--- src/rtl/refdiv_pkg.sv ---
package refdiv_pkg;

   typedef enum logic {
      FAM_BINARY = 1'b0,
      FAM_MIXED  = 1'b1
   } ratio_family_e;

   // Division ratio for a family and a step index.
   function automatic int unsigned ratio_of(input int unsigned fam, input int unsigned step);
      if (fam == 0)
         return 32'd2 << step;
      else if (step == 0)
         return 32'd3;
      else
         return 32'd5 << (step - 1);
   endfunction

   // Largest ratio reachable with a given step field width.
   function automatic int unsigned max_ratio(input int unsigned step_w);
      int unsigned best;
      best = 0;
      for (int unsigned f = 0; f < 2; f++) begin
         for (int unsigned s = 0; s < (32'd1 << step_w); s++) begin
            if (ratio_of(f, s) > best) best = ratio_of(f, s);
         end
      end
      return best;
   endfunction

   // Bits needed to hold the value v - 1 (a down-count start).
   function automatic int unsigned count_width(input int unsigned v);
      return (v <= 2) ? 1 : $clog2(v);
   endfunction

endpackage

--- src/rtl/refdiv_ratio_rom.sv ---
module refdiv_ratio_rom
   import refdiv_pkg::*;
#(
   parameter int unsigned STEP_W = 3,
   parameter int unsigned CNT_W  = 9,
   parameter int unsigned STYLE  = 0
) (
   input  logic [STEP_W:0]   code_i,
   output logic [CNT_W-1:0]  reload_o
);

   localparam int unsigned ENTRIES = 32'd2 << STEP_W;
   localparam int unsigned STEPS   = 32'd1 << STEP_W;

   generate
      if (STYLE == 0) begin : g_table
         logic [CNT_W-1:0] tbl [ENTRIES];
         for (genvar g = 0; g < ENTRIES; g++) begin : g_entry
            localparam int unsigned RV = ratio_of(g / STEPS, g % STEPS);
            assign tbl[g] = CNT_W'(RV - 1);
         end
         assign reload_o = tbl[code_i];
      end else begin : g_shift
         logic                fam;
         logic [STEP_W-1:0]   step;
         assign fam  = code_i[STEP_W];
         assign step = code_i[STEP_W-1:0];
         always_comb begin
            if (fam == FAM_BINARY)
               reload_o = (CNT_W'(2) << step) - CNT_W'(1);
            else if (step == '0)
               reload_o = CNT_W'(2);
            else
               reload_o = (CNT_W'(5) << (step - 1'b1)) - CNT_W'(1);
         end
      end
   endgenerate

endmodule

--- src/rtl/refdiv_counter.sv ---
module refdiv_counter #(
   parameter int unsigned CNT_W = 9
) (
   input  logic              clk_i,
   input  logic              rst_i,
   input  logic [CNT_W-1:0]  reload_i,
   output logic              pulse_o
);

   logic [CNT_W-1:0] cnt_q;
   logic             at_term;

   assign at_term = (cnt_q == '0);

   always_ff @(posedge clk_i) begin
      if (rst_i) begin
         cnt_q   <= '0;
         pulse_o <= 1'b0;
      end else begin
         pulse_o <= at_term;
         if (at_term)
            cnt_q <= reload_i;
         else
            cnt_q <= cnt_q - 1'b1;
      end
   end

endmodule

--- src/rtl/refdiv_top.sv ---
module refdiv_top
   import refdiv_pkg::*;
#(
   parameter int unsigned STEP_W       = 3,
   parameter int unsigned DECODE_STYLE = 0
) (
   input  logic              clk_i,
   input  logic              rst_i,
   input  logic [STEP_W:0]   code_i,
   input  logic              test_en_i,
   input  logic              port_level_i,
   output logic              fcomp_o,
   output logic              port_o
);

   localparam int unsigned TOP_RATIO = max_ratio(STEP_W);
   localparam int unsigned CNT_W     = count_width(TOP_RATIO);

   generate
      if (STEP_W < 1 || STEP_W > 6) begin : g_bad_step
         $error("refdiv_top: STEP_W must be 1..6");
      end
      if (DECODE_STYLE > 1) begin : g_bad_style
         $error("refdiv_top: DECODE_STYLE must be 0 or 1");
      end
      if ((32'd1 << CNT_W) < TOP_RATIO) begin : g_bad_width
         $error("refdiv_top: counter too narrow for the largest ratio");
      end
   endgenerate

   logic [CNT_W-1:0] reload;
   logic             pulse;

   refdiv_ratio_rom #(
      .STEP_W (STEP_W),
      .CNT_W  (CNT_W),
      .STYLE  (DECODE_STYLE)
   ) u_rom (
      .code_i   (code_i),
      .reload_o (reload)
   );

   refdiv_counter #(
      .CNT_W (CNT_W)
   ) u_cnt (
      .clk_i    (clk_i),
      .rst_i    (rst_i),
      .reload_i (reload),
      .pulse_o  (pulse)
   );

   assign fcomp_o = pulse;
   assign port_o  = test_en_i ? pulse : port_level_i;

endmodule

--- config.mk ---
export PLATFORM = sky130hd
export DESIGN_NAME = refdiv_top
export DESIGN_NICKNAME = d
export VERILOG_FILES = /design/src/rtl/refdiv_pkg.sv /design/src/rtl/refdiv_ratio_rom.sv /design/src/rtl/refdiv_counter.sv /design/src/rtl/refdiv_top.sv
export SDC_FILE = /design/constraint.sdc
export NUM_CORES = 1
export LEC_CHECK = 0
export ABC_CLOCK_PERIOD_IN_PS = 3100
export BUFFER_PORTS_ARGS = -buffer_cell sky130_fd_sc_hd__buf_2
export CORE_AREA = 3 3 40 42
export DETAILED_ROUTE_END_ITERATION = 7
export DIE_AREA = 0 0 43 45
export GPL_ROUTABILITY_DRIVEN = 0
export GPL_TIMING_DRIVEN = 0
export PLACE_DENSITY = 0.71
export RECOVER_POWER = 25
export SLEW_MARGIN = 20
export SYNTH_ARGS = -nofsm -noshare
export SYNTH_HDL_FRONTEND = slang
export SYNTH_HIERARCHICAL = 1
export SYNTH_SLANG_ARGS = --single-unit
export TNS_END_PERCENT = 1
--- constraint.sdc ---
create_clock -name clk_i -period 3.1 [get_ports clk_i]
set_clock_uncertainty 0.05 [all_clocks]
set_input_delay 0.31 -clock clk_i [delete_from_list [all_inputs] [get_ports clk_i]]
set_output_delay 0.31 -clock clk_i [all_outputs]
set_load 0.01 [all_outputs]
# ---- Yosys cells after proc, flatten, opt, wreduce, memory -nomap -nowiden
# Memory sizes are Yosys's and may differ from the RTL's.
# Cells that the tools add are included.
dict set report totals {
  reg_bits 10
  romBits 144
  output_inout_bits 2
  memories 1
}
# memory words width rd rd_ports_with_merged_regs wr line_no
set mem_list {}
lappend mem_list {{(name not given)} 16 9 1 0 0 refdiv_ratio_rom.sv:22} ;# assign reload_o = tbl[code_i];
dict set report op_classes {
  n_addsub 1
  order_cmp 1
  n_mux 4
  bitwise 1
  n_reduce_logical 1
}
# operator count
set op_table {}
lappend op_table {{9-bit 2-to-1 mux} 3}
lappend op_table {{9-bit zero test} 1}
lappend op_table {{9-bit by 1-bit subtractor with 9-bit output (second input constant)} 1}
lappend op_table {{5-bit >= comparator (second input constant)} 1}
lappend op_table {{4-bit NOT with 5-bit output} 1}
lappend op_table {{1-bit 2-to-1 mux} 1}

# ---- Logic depth before layout (Yosys ltp)
# Gate-level depths: netlist of run 1.
dict set report depth {
  depth_word 5
  ltp_mapped 6
}

# ---- Hierarchy
# The synthesis of run 1 kept the hierarchy.
# mod instances cells_per_inst area_per_inst_um2 seq_area_each_um2
set by_module_without_submodules {}
lappend by_module_without_submodules {refdiv_counter 1 53 475.5 200.2}
lappend by_module_without_submodules {refdiv_ratio_rom 1 23 171.4 0.0}
lappend by_module_without_submodules {refdiv_top 1 1 15.0 0.0}

# ---- Worst setup path before layout of run 1
# Ideal clock, no wire load.
dict set report synth_path {
  path_kind {register -> register}
  startpoint {register u_cnt.cnt_q[0]}
  endpoint {register u_cnt.cnt_q[0]}
  setup_ns 0.086
  t_arrival_ns 1.571
  setup_slack_ns 1.393
  path_stages_with_launch 7
  n_path_buf 1
  synth_period_minus_slack_ns 1.707
  path_cell_list {dfxtp_1 -> inv_1 -> ha_1 -> or4b_1 -> or2_0 -> buf_2 -> a211oi_1}
}
dict set report synth_between {
  elab_chain_cells 2
  elab_cells_between_ends 3
  classes_between {add/sub: 1; mux: 1; reduce/logical: 1}
}
# element line_no
set synth_lines {}
lappend synth_lines {{start, declared} refdiv_counter.sv:10} ;# logic [CNT_W-1:0] cnt_q;
lappend synth_lines {{start signal, assigned} refdiv_counter.sv:22} ;# cnt_q <= reload_i;
lappend synth_lines {{start signal, assigned} refdiv_counter.sv:24} ;# cnt_q <= cnt_q - 1'b1;
lappend synth_lines {{9-bit by 1-bit subtractor with 9-bit output / 9-bit zero test (equally long branches)} {refdiv_counter.sv:24, refdiv_counter.sv:13}}
lappend synth_lines {{9-bit 2-to-1 mux (*)} refdiv_counter.sv:21} ;# if (at_term)
# Every way passes the cells marked *; elsewhere a longest branch is shown, timed or not.
# A chain may end at the register's enable or synchronous reset.

# ---- Worst setup path after layout of run 1
dict set report layout_path {
  startpoint {register u_cnt.cnt_q[0]}
  endpoint {register u_cnt.cnt_q[5]}
}
# The elaborated chain is that of the path after synthesis.

==> results of run 1 <==
layout by cell type, fill, tap and decap left out, types with 3 or more instances in the layout:
cell type,n
a211oi_1,3
a21oi_1,5
a31oi_1,3
buf_2,8
clkbuf_1,3
clkbuf_4,3
dfxtp_1,10
ha_1,5
inv_1,6
mux2i_1,4
nor2_1,3
nor3_1,7
o21ai_0,3
o31ai_1,5
or3_1,3
or4_1,3
registers in the layout, summed over array words and instances (netlist names):
name           flops
u_cnt/cnt_q        9
u_cnt/pulse_o      1
cells by family after synthesis:
family	count (synthesis)	share of synthesized area
AND/OR/NAND/NOR	25	0.229
AO/OA/AOI/OAI	20	0.193
buffers and inverters	10	0.0718
flip-flops	10	0.302
multiplexers	5	0.0832
adder cells (fa/ha/maj)	5	0.0945
XOR/XNOR	2	0.0265
final timing paths:
path / slack (ns) / depth (start not counted) / start / end
worst max register to register: 1.19 / 6 / u_cnt/cnt_q[0] / u_cnt/cnt_q[5]
worst min register to register: 0.42 / 1 / u_cnt/cnt_q[0] / u_cnt/cnt_q[0]
worst min-delay path: 0.24 / 2 / rst_i / u_cnt/cnt_q[8]
worst max-delay path: 1.19 / 6 / u_cnt/cnt_q[0] / u_cnt/cnt_q[5]
routing by layer:
| layer | share of wire | track usage |
|---|---|---|
| met1 | 0.50 | 0.185 |
| met2 | 0.46 | 0.240 |
| met3 | 0.040 | 0.0717 |
| met4 | 0 | 0.0181 |
| met5 | 0 | 0 |
power breakdown:
part	leakage [nW]	internal [mW]	total (mW)	switching [mW]
sequential	0.0826	0.178	0.223	0.0454
clock	0.0138	0.0447	0.0856	0.0409
combinational	0.222	0.130	0.284	0.155
worst max-delay path, delay by kind of cell (launching register included):
kind                     cells  cell delay (ns)
buffers and inverters        2             0.30
flip-flops                   1             0.32
AND/OR/NAND/NOR              1             0.52
AO/OA/AOI/OAI                2             0.42
adder cells (fa/ha/maj)      1             0.19
area by class of cell:
class                   count  share of cell area
flip-flops and latches     10               0.270
repair buffers              8              0.0507
well taps                  15              0.0253
clock buffers               3              0.0304
inverters                   6              0.0304
plain buffers               4              0.0338
multi-input cells          57               0.559
==> impl_metrics.csv, run 1 <==
group,metric,value,unit
run_status,status,"completed",
routing,wirelength,1200,um
clock_network,path_clk_slew,0.06,ns
yosys,synth_edf_count,0,
floorplanning,dieArea,1940,um^2
timing,rsz0062_at_grt,"false",
yosys,syn_area_per_cell,8.60,um^2
layout,multi_input_area,414,um^2
timing,whs,0.240,ns
yosys,synth_area,662,um^2
floorplanning,coreArea,1280,um^2
layout,syn_to_final_growth,11.9,%
pwr,p_leak,0.318,nW
yosys,synth_top_area_frac,0.302,
placement,dp_slack,1.21,ns
timing,finalCritPeriodShare,0.617,
yosys,synth_area_leaders,"dfxtp_1, ha_1, mux2i_1, o31ai_1, nor3_1",
global_routing,grt_use_total,0.148,
clock_network,root_buffer,"clkbuf_4",
clock_network,htreeDepth,1,
global_routing,grt_max_degree,11,
floorplanning,die_height,45,um
clock_network,cts-resized-gates,0,
worst_setup_path,cp_cell_sequence,"inv_1 > ha_1 > or4b_1 > clkbuf_1 > o31ai_1 > a31oi_1",
timing,tns,0,ns
floorplanning,initial_utilization,0.515,
timing,maxSlewHeadroom,0.745,
yosys,synth_fp_nets,90,
worst_setup_path,crit_path_max_fanout,10,
routing,drt_iter0_markers,9,
routing,num_vias,572,
pwr,ir_drop,457,uV
clock_network,clk_latency,0.26,ns
global_routing,grt_pass1_wl,2150,um
clock_network,cts_inserted_buffers,3,
yosys,ys.flop_type,"dfxtp_1",
job,max_cap_violations,0,
global_routing,overflow,0,
yosys,async_reset_ff_frac,0,
layout,nNetsFinal,103,
floorplanning,die_w,43,um
worst_setup_path,critPathMaxStageDelay,0.52,ns
yosys,synth_top_area_cell,"dfxtp_1",
worst_setup_path,critPathArrivalTime,2.00,ns
timing,setup_viol,0,
worst_setup_path,worstSetupEndpointType,"flip-flop",
layout,layout-drive-gt1-share,0.170,
yosys,synthCells,77,
clock_network,clock_path_buffers,2,
placement,hpwl,955,um
layout,register_area,200,um^2
worst_setup_path,crit_slowest_cell,"or4b_1",
placement,io_buffers,8,
routing,ant_nets,0,
placement,placed_area,721,um^2
routing,via_per_inst,5.55,
pwr,power,593,uW
clock_network,cts_tree,"yes",
layout,instances_no_fill,103,
timing,period_needed,1.91,ns
clock_network,clock-sinks,10,
worst_setup_path,start_kind,"flip-flop",
timing,slew_violations,0,
routing,drc_errors,0,
yosys,yosysUniqueCellTypes,29,
placement,placed_cells,100,
yosys,ys_seq_elements,10,
pwr,p_per_area,801,nW/um^2
layout,final_area,741,um^2
layout,num_antenna_cells,0,
yosys,yosys_warnings,6,
floorplanning,io-pin-count,10,
yosys,synth_common_cells,"dfxtp_1, nor3_1, inv_1",
routing,drtPass1Iterations,3,
layout,final.fill_count,126,
timing,setup_ws,1.19,ns
routing,wl_per_cell,11.7,um
worst_hold_path,min-delay-path-class,"primary input to flip-flop",
clock_network,post_cts_buffers,0,
layout,fin_util,0.576,
worst_setup_path,cp.required,3.19,ns
yosys,seq_area_frac_synth,0.302,
timing,max_freq,523,MHz
timing,hold_viol,0,
timing,worst_pin_slew,0.382,ns
yosys,yosysMostFrequentCell,"dfxtp_1",
clock_network,holdBufCountCts,0,
worst_setup_path,worstSetupPathType,"flip-flop to flip-flop",
global_routing,antenna_found_initial,0,
floorplanning,num_rows,13,
global_routing,first_global_vias,510,
No activity file was read; power rests on OpenSTA's default activity.
==> inputs of run 2 (changes only) <==
--- a/config.mk
+++ b/config.mk
@@ -5,14 +5,14 @@
 export SDC_FILE = /design/constraint.sdc
 export NUM_CORES = 1
 export LEC_CHECK = 0
-export ABC_CLOCK_PERIOD_IN_PS = 3100
+export ABC_CLOCK_PERIOD_IN_PS = 1500
 export BUFFER_PORTS_ARGS = -buffer_cell sky130_fd_sc_hd__buf_2
-export CORE_AREA = 3 3 40 42
+export CORE_MARGIN = 3
+export CORE_UTILIZATION = 48
 export DETAILED_ROUTE_END_ITERATION = 7
-export DIE_AREA = 0 0 43 45
 export GPL_ROUTABILITY_DRIVEN = 0
 export GPL_TIMING_DRIVEN = 0
-export PLACE_DENSITY = 0.71
+export PLACE_DENSITY = 0.72
 export RECOVER_POWER = 25
 export SLEW_MARGIN = 20
 export SYNTH_ARGS = -nofsm -noshare
==> constraint.sdc (replaced) <==
create_clock -name clk_i -period 1.5 [get_ports clk_i]
set_clock_uncertainty 0.05 [all_clocks]
set_input_delay 0.15 -clock clk_i [delete_from_list [all_inputs] [get_ports clk_i]]
set_output_delay 0.15 -clock clk_i [all_outputs]
set_load 0.01 [all_outputs]
==> run 2 against run 1 <==
- largest cell class unchanged
- sequential cell count did not move
- die area fell by 3.8%
- wire length increased by 17%
- the run now ends with negative setup slack left
- total power grew to 2.7 times the previous value
- via count up 8.6%
- sequential share of layout area fell by 3.5 points
- global-route usage up 2.2 points
- cell count rose by 1.9%
- sequential power up 120%
- maximum frequency up 14%
==> impl_metrics.csv, run 2 (synthesized netlist as in run 1, its figures left out) <==
group,metric,value,unit
global_routing,overflow,0,
clock_network,clock-sinks,10,
global_routing,antenna_found_initial,0,
timing,period_needed,1.68,ns
routing,wl_per_cell,13.3,um
layout,layout-drive-gt1-share,0.418,
placement,placed_cells,99,
floorplanning,num_rows,12,
global_routing,grt_pass1_wl,2440,um
job,max_cap_violations,0,
worst_hold_path,min-delay-path-class,"primary input to flip-flop",
routing,drtPass1Iterations,4,
pwr,ir_drop,1310,uV
timing,maxSlewHeadroom,0.832,
routing,num_vias,621,
layout,num_antenna_cells,0,
worst_setup_path,start_kind,"flip-flop",
layout,largest_register,"u_cnt/cnt_q",
global_routing,busiest_layer,"met2",
timing,worst_pin_slew,0.252,ns
clock_network,htreeDepth,1,
worst_setup_path,critPathMaxStageDelay,0.50,ns
worst_setup_path,critPathArrivalTime,1.80,ns
global_routing,grt_max_degree,11,
global_routing,grt_use_total,0.170,
timing,slew_violations,0,
placement,hpwl,984,um
worst_setup_path,cp.required,1.63,ns
global_routing,groute.layer.met3.usage,0.0636,
timing,hold_viol,0,
layout,largest_reg_flops,9,
pwr,p_per_area,1840,nW/um^2
worst_setup_path,worstSetupEndpointType,"flip-flop",
timing,max_freq,596,MHz
floorplanning,initial_utilization,0.551,
global_routing,grt.met1_usage,0.209,
routing,via_per_inst,5.91,
global_routing,first_global_vias,582,
timing,setup_ws,-0.176,ns
routing,wirelength,1400,um
layout,nNetsFinal,106,
floorplanning,die_w,43.1,um
layout,final_cell_mix,"buf_2, dfxtp_1, a21oi_1",
clock_network,root_buffer,"clkbuf_4",
layout,instances_no_fill,105,
run_status,violations,"negative setup slack",
clock_network,path_clk_slew,0.06,ns
floorplanning,dieArea,1860,um^2
worst_setup_path,cp_cell_sequence,"inv_2 > ha_4 > or4b_4 > or2_4 > a211oi_2",
placement,dp_slack,-0.195,ns
pwr,p_leak,0.361,nW
clock_network,cts_tree,"yes",
timing,rsz0062_at_grt,"true",
timing,setup_viol,10,
routing,drc_errors,0,
routing,ant_nets,0,
layout,syn_to_final_growth,31.0,%
clock_network,cts_inserted_buffers,3,
worst_setup_path,cp_top_family,"simple AND/OR/NAND/NOR gates",
layout,top_regs,"u_cnt/cnt_q x9, u_cnt/pulse_o x1",
worst_setup_path,worstSetupPathType,"flip-flop to flip-flop",
timing,whs,0.105,ns
clock_network,clock_path_buffers,2,
clock_network,clk_latency,0.25,ns
global_routing,use_met2,0.286,
floorplanning,coreArea,1200,um^2
worst_setup_path,cp_num_buf_inv,1,
floorplanning,die_height,43.1,um
worst_setup_path,crit_path_max_fanout,6,
routing,drt_iter0_markers,6,
floorplanning,io-pin-count,10,
worst_setup_path,crit_slowest_cell,"or4b_4",
timing,finalCritPeriodShare,1.12,
placement,io_buffers,8,
run_status,status,"finished with violations",
[run 2: power breakdown]
part,total [mW],switching (mW),internal (mW)
clock network,0.176,0.0836,0.0923
registers,0.487,0.111,0.375
logic,0.935,0.463,0.472
[run 2: final timing paths]
path                          to  slack [ns]           start  depth (start not counted)
setup / recovery  u_cnt/cnt_q[1]       -0.18  u_cnt/cnt_q[0]                          5
hold / removal    u_cnt/cnt_q[0]        0.10           rst_i                          2
setup reg to reg  u_cnt/cnt_q[1]       -0.18  u_cnt/cnt_q[0]                          5
hold reg to reg   u_cnt/cnt_q[8]        0.42  u_cnt/cnt_q[8]                          2
[run 2: metal layers]
metal | routed length [um] | vias up
li1 | - | 312
met1 | 645 | 297
met2 | 693 | 12
met3 | 58 | 0
met4 | 0 | 0
met5 | 0 | -
[run 2: worst reg2reg max path: cells and delay by family, from the launching register on]
| kind | cells | cell delay [ns] |
|---|---|---|
| AOI/OAI and AO/OA | 1 | 0.21 |
| adders and majority gates | 1 | 0.13 |
| buffers and inverters | 1 | 0.06 |
| DFF | 1 | 0.33 |
| and+or+nand+nor | 2 | 0.81 |
[run 2: per-stage QoR]
stage / setup TNS (ns) / power (mW) / utilization / cell area [um^2]
floorplan: -0.541 / 1.04 / - / 701
global placement: -1.34 / 1.16 / 0.631 / 758
detailed placement: -1.37 / 1.19 / 0.631 / 758
CTS: -1.30 / 1.49 / 0.689 / 827
global route: -1.78 / 1.72 / 0.722 / 867
finish: -1.19 / 1.60 / 0.722 / 867
[run 2: repair_timing]
action / CTS / global route
pin swaps: 0 / 3
resized for setup: 6 / 9
setup buffers: 2 / 2
gates cloned: 0 / 0
hold buffers: 0 / 0
hold endpoints to repair: 0 / 0
setup endpoints to repair: 10 / 10
[run 2: cell type report]
type / instances / area [um^2]
Fill cell: 95 / 334
Timing Repair Buffer: 12 / 68.8
Multi-Input combinational cell: 57 / 494
Sequential cell: 10 / 204
Tap cell: 14 / 17.5
Inverter: 6 / 22.5
Buffer: 3 / 37.5
Clock buffer: 3 / 22.5
==> inputs of run 3 (changes only) <==
--- a/config.mk
+++ b/config.mk
@@ -7,12 +7,14 @@
 export LEC_CHECK = 0
 export ABC_CLOCK_PERIOD_IN_PS = 1500
 export BUFFER_PORTS_ARGS = -buffer_cell sky130_fd_sc_hd__buf_2
+export CELL_PAD_IN_SITES_DETAIL_PLACEMENT = 1
+export CELL_PAD_IN_SITES_GLOBAL_PLACEMENT = 2
 export CORE_MARGIN = 3
-export CORE_UTILIZATION = 48
+export CORE_UTILIZATION = 29
 export DETAILED_ROUTE_END_ITERATION = 7
 export GPL_ROUTABILITY_DRIVEN = 0
 export GPL_TIMING_DRIVEN = 0
-export PLACE_DENSITY = 0.72
+export PLACE_DENSITY_LB_ADDON = 0.1
 export RECOVER_POWER = 25
 export SLEW_MARGIN = 20
 export SYNTH_ARGS = -nofsm -noshare
==> run 3 against run 2 <==
- the flow still finishes with violations (negative setup slack)
- critical path depth is 1 higher
- sequential cell count unchanged
- final area is 2.9% higher
- via count decreased by 0.97%
- wire length is 24% higher
==> impl_metrics.csv, run 3 (synthesized netlist as in run 1, its figures left out) <==
group,metric,value,unit
routing,ant_nets,0,
layout,syn_to_final_growth,34.8,%
timing,whs,0.106,ns
routing,drt_iter0_markers,3,
layout,multi_input_area,499,um^2
worst_setup_path,start_kind,"flip-flop",
floorplanning,num_rows,16,
worst_setup_path,cp_num_buf_inv,2,
timing,setup_ws,-0.213,ns
worst_setup_path,worstSetupEndpointType,"flip-flop",
worst_setup_path,cp_cell_sequence,"inv_2 > ha_4 > or4b_4 > clkbuf_8 > o31ai_2 > a21oi_1",
clock_network,cts_tree,"yes",
layout,largest_reg_flops,9,
clock_network,htreeDepth,1,
floorplanning,io-pin-count,10,
placement,placed_cells,112,
global_routing,grt_max_degree,11,
floorplanning,die_w,53.8,um
timing,worst_pin_slew,0.279,ns
timing,slew_violations,0,
job,max_cap_violations,0,
timing,setup_viol,10,
worst_setup_path,crit_slowest_cell,"or4b_4",
layout,largest_register,"u_cnt/cnt_q",
pwr,p_per_area,1880,nW/um^2
global_routing,antenna_found_initial,0,
routing,wirelength,1740,um
routing,num_vias,615,
pwr,pwr-share-comb,0.558,
worst_setup_path,cp_top_family,"simple AND/OR/NAND/NOR gates",
clock_network,clock_path_buffers,2,
timing,max_freq,584,MHz
pwr,switching_power,691,uW
placement,io_buffers,8,
worst_setup_path,worstSetupPathType,"flip-flop to flip-flop",
global_routing,grt_pass1_wl,2900,um
global_routing,overflow,0,
layout,final_cell_mix,"dfxtp_1, buf_2, a21oi_1, nor3_1",
timing,maxSlewHeadroom,0.813,
run_status,status,"finished with violations",
timing,rsz0062_at_grt,"true",
floorplanning,initial_utilization,0.321,
routing,wl_per_cell,14.7,um
layout,top_regs,"u_cnt/cnt_q x9, u_cnt/pulse_o x1",
pwr,ir_drop,909,uV
layout,final.fill_count,247,
floorplanning,dieArea,2890,um^2
layout,instances_no_fill,118,
pwr,p_leak,0.361,nW
worst_setup_path,critPathMaxStageDelay,0.48,ns
global_routing,grt_use_total,0.146,
routing,via_per_inst,5.21,
clock_network,clock-sinks,10,
layout,num_antenna_cells,0,
worst_setup_path,critPathArrivalTime,1.81,ns
layout,nNetsFinal,105,
floorplanning,coreArea,2060,um^2
clock_network,cts_inserted_buffers,3,
timing,hold_viol,0,
global_routing,first_global_vias,600,
pwr,p_int,984,uW
pwr,p_clk_frac,0.148,
worst_setup_path,crit_path_max_fanout,10,
timing,period_needed,1.71,ns
layout,final_common_cell,"dfxtp_1",
clock_network,path_clk_slew,0.07,ns
placement,hpwl,1230,um
floorplanning,die_height,53.8,um
routing,drtPass1Iterations,3,
layout,register_area,203,um^2
layout,layout-drive-gt1-share,0.396,
worst_hold_path,min-delay-path-class,"primary input to flip-flop",
timing,finalCritPeriodShare,1.14,
pwr,swShare,0.412,
worst_setup_path,cp.required,1.60,ns
clock_network,clk_latency,0.27,ns
routing,drc_errors,0,
clock_network,root_buffer,"clkbuf_4",
pwr,pwr-share-seq,0.294,
run_status,violations,"negative setup slack",
run 3: final cells by class:
class,count,area share
sequential,10,0.227
timing repair buffer,10,0.0603
inverter,6,0.0252
buffer,4,0.0491
clock buffer,4,0.0407
tap,27,0.0379
multi-input combinational,57,0.560
run 3: what timing repair did:
action	CTS	global route
gates resized for setup	10	2
pin swaps	0	1
hold buffers	0	0
setup buffers	2	0
setup endpoints to repair	10	10
run 3: per-layer routing:
layer,track usage,wire length (um),vias up
li1,-,-,314
met1,0.183,836,287
met2,0.232,819,12
met3,0.0332,64,2
met4,0.0766,17,0
met5,0,0,-
run 3: stage by stage:
stage / setup WS (ns) / power, mW / util / cell area [um^2] / setup TNS, ns
after floorplan: -0.102 / 1.04 / - / 701 / -0.541
after global placement: -0.250 / 1.19 / 0.376 / 774 / -1.61
after detailed placement: -0.271 / 1.22 / 0.376 / 774 / -1.83
after CTS: -0.190 / 1.65 / 0.428 / 882 / -1.46
after global routing: -0.264 / 1.82 / 0.433 / 892 / -2.08
final: -0.213 / 1.68 / 0.433 / 892 / -1.44
run 3: worst paths after layout:
| path | start | endpoint | slack, ns | depth (start not counted) |
|---|---|---|---|---|
| worst max-delay path | u_cnt/cnt_q[0] | u_cnt/cnt_q[3] | -0.21 | 6 |
| worst max register to register | u_cnt/cnt_q[0] | u_cnt/cnt_q[3] | -0.21 | 6 |
| worst min register to register | u_cnt/cnt_q[0] | u_cnt/cnt_q[0] | 0.40 | 1 |
| worst min-delay path | rst_i | u_cnt/cnt_q[0] | 0.11 | 2 |
run 3: power by group through the flow:
stage                     sequential (mW)  clock, mW  combinational (mW)
final                               0.493      0.248               0.935
after global routing                0.509      0.282                1.02
after CTS                           0.480      0.260               0.905
after detailed placement            0.487          0               0.729
after global placement              0.483          0               0.709
after floorplan                     0.459          0               0.585
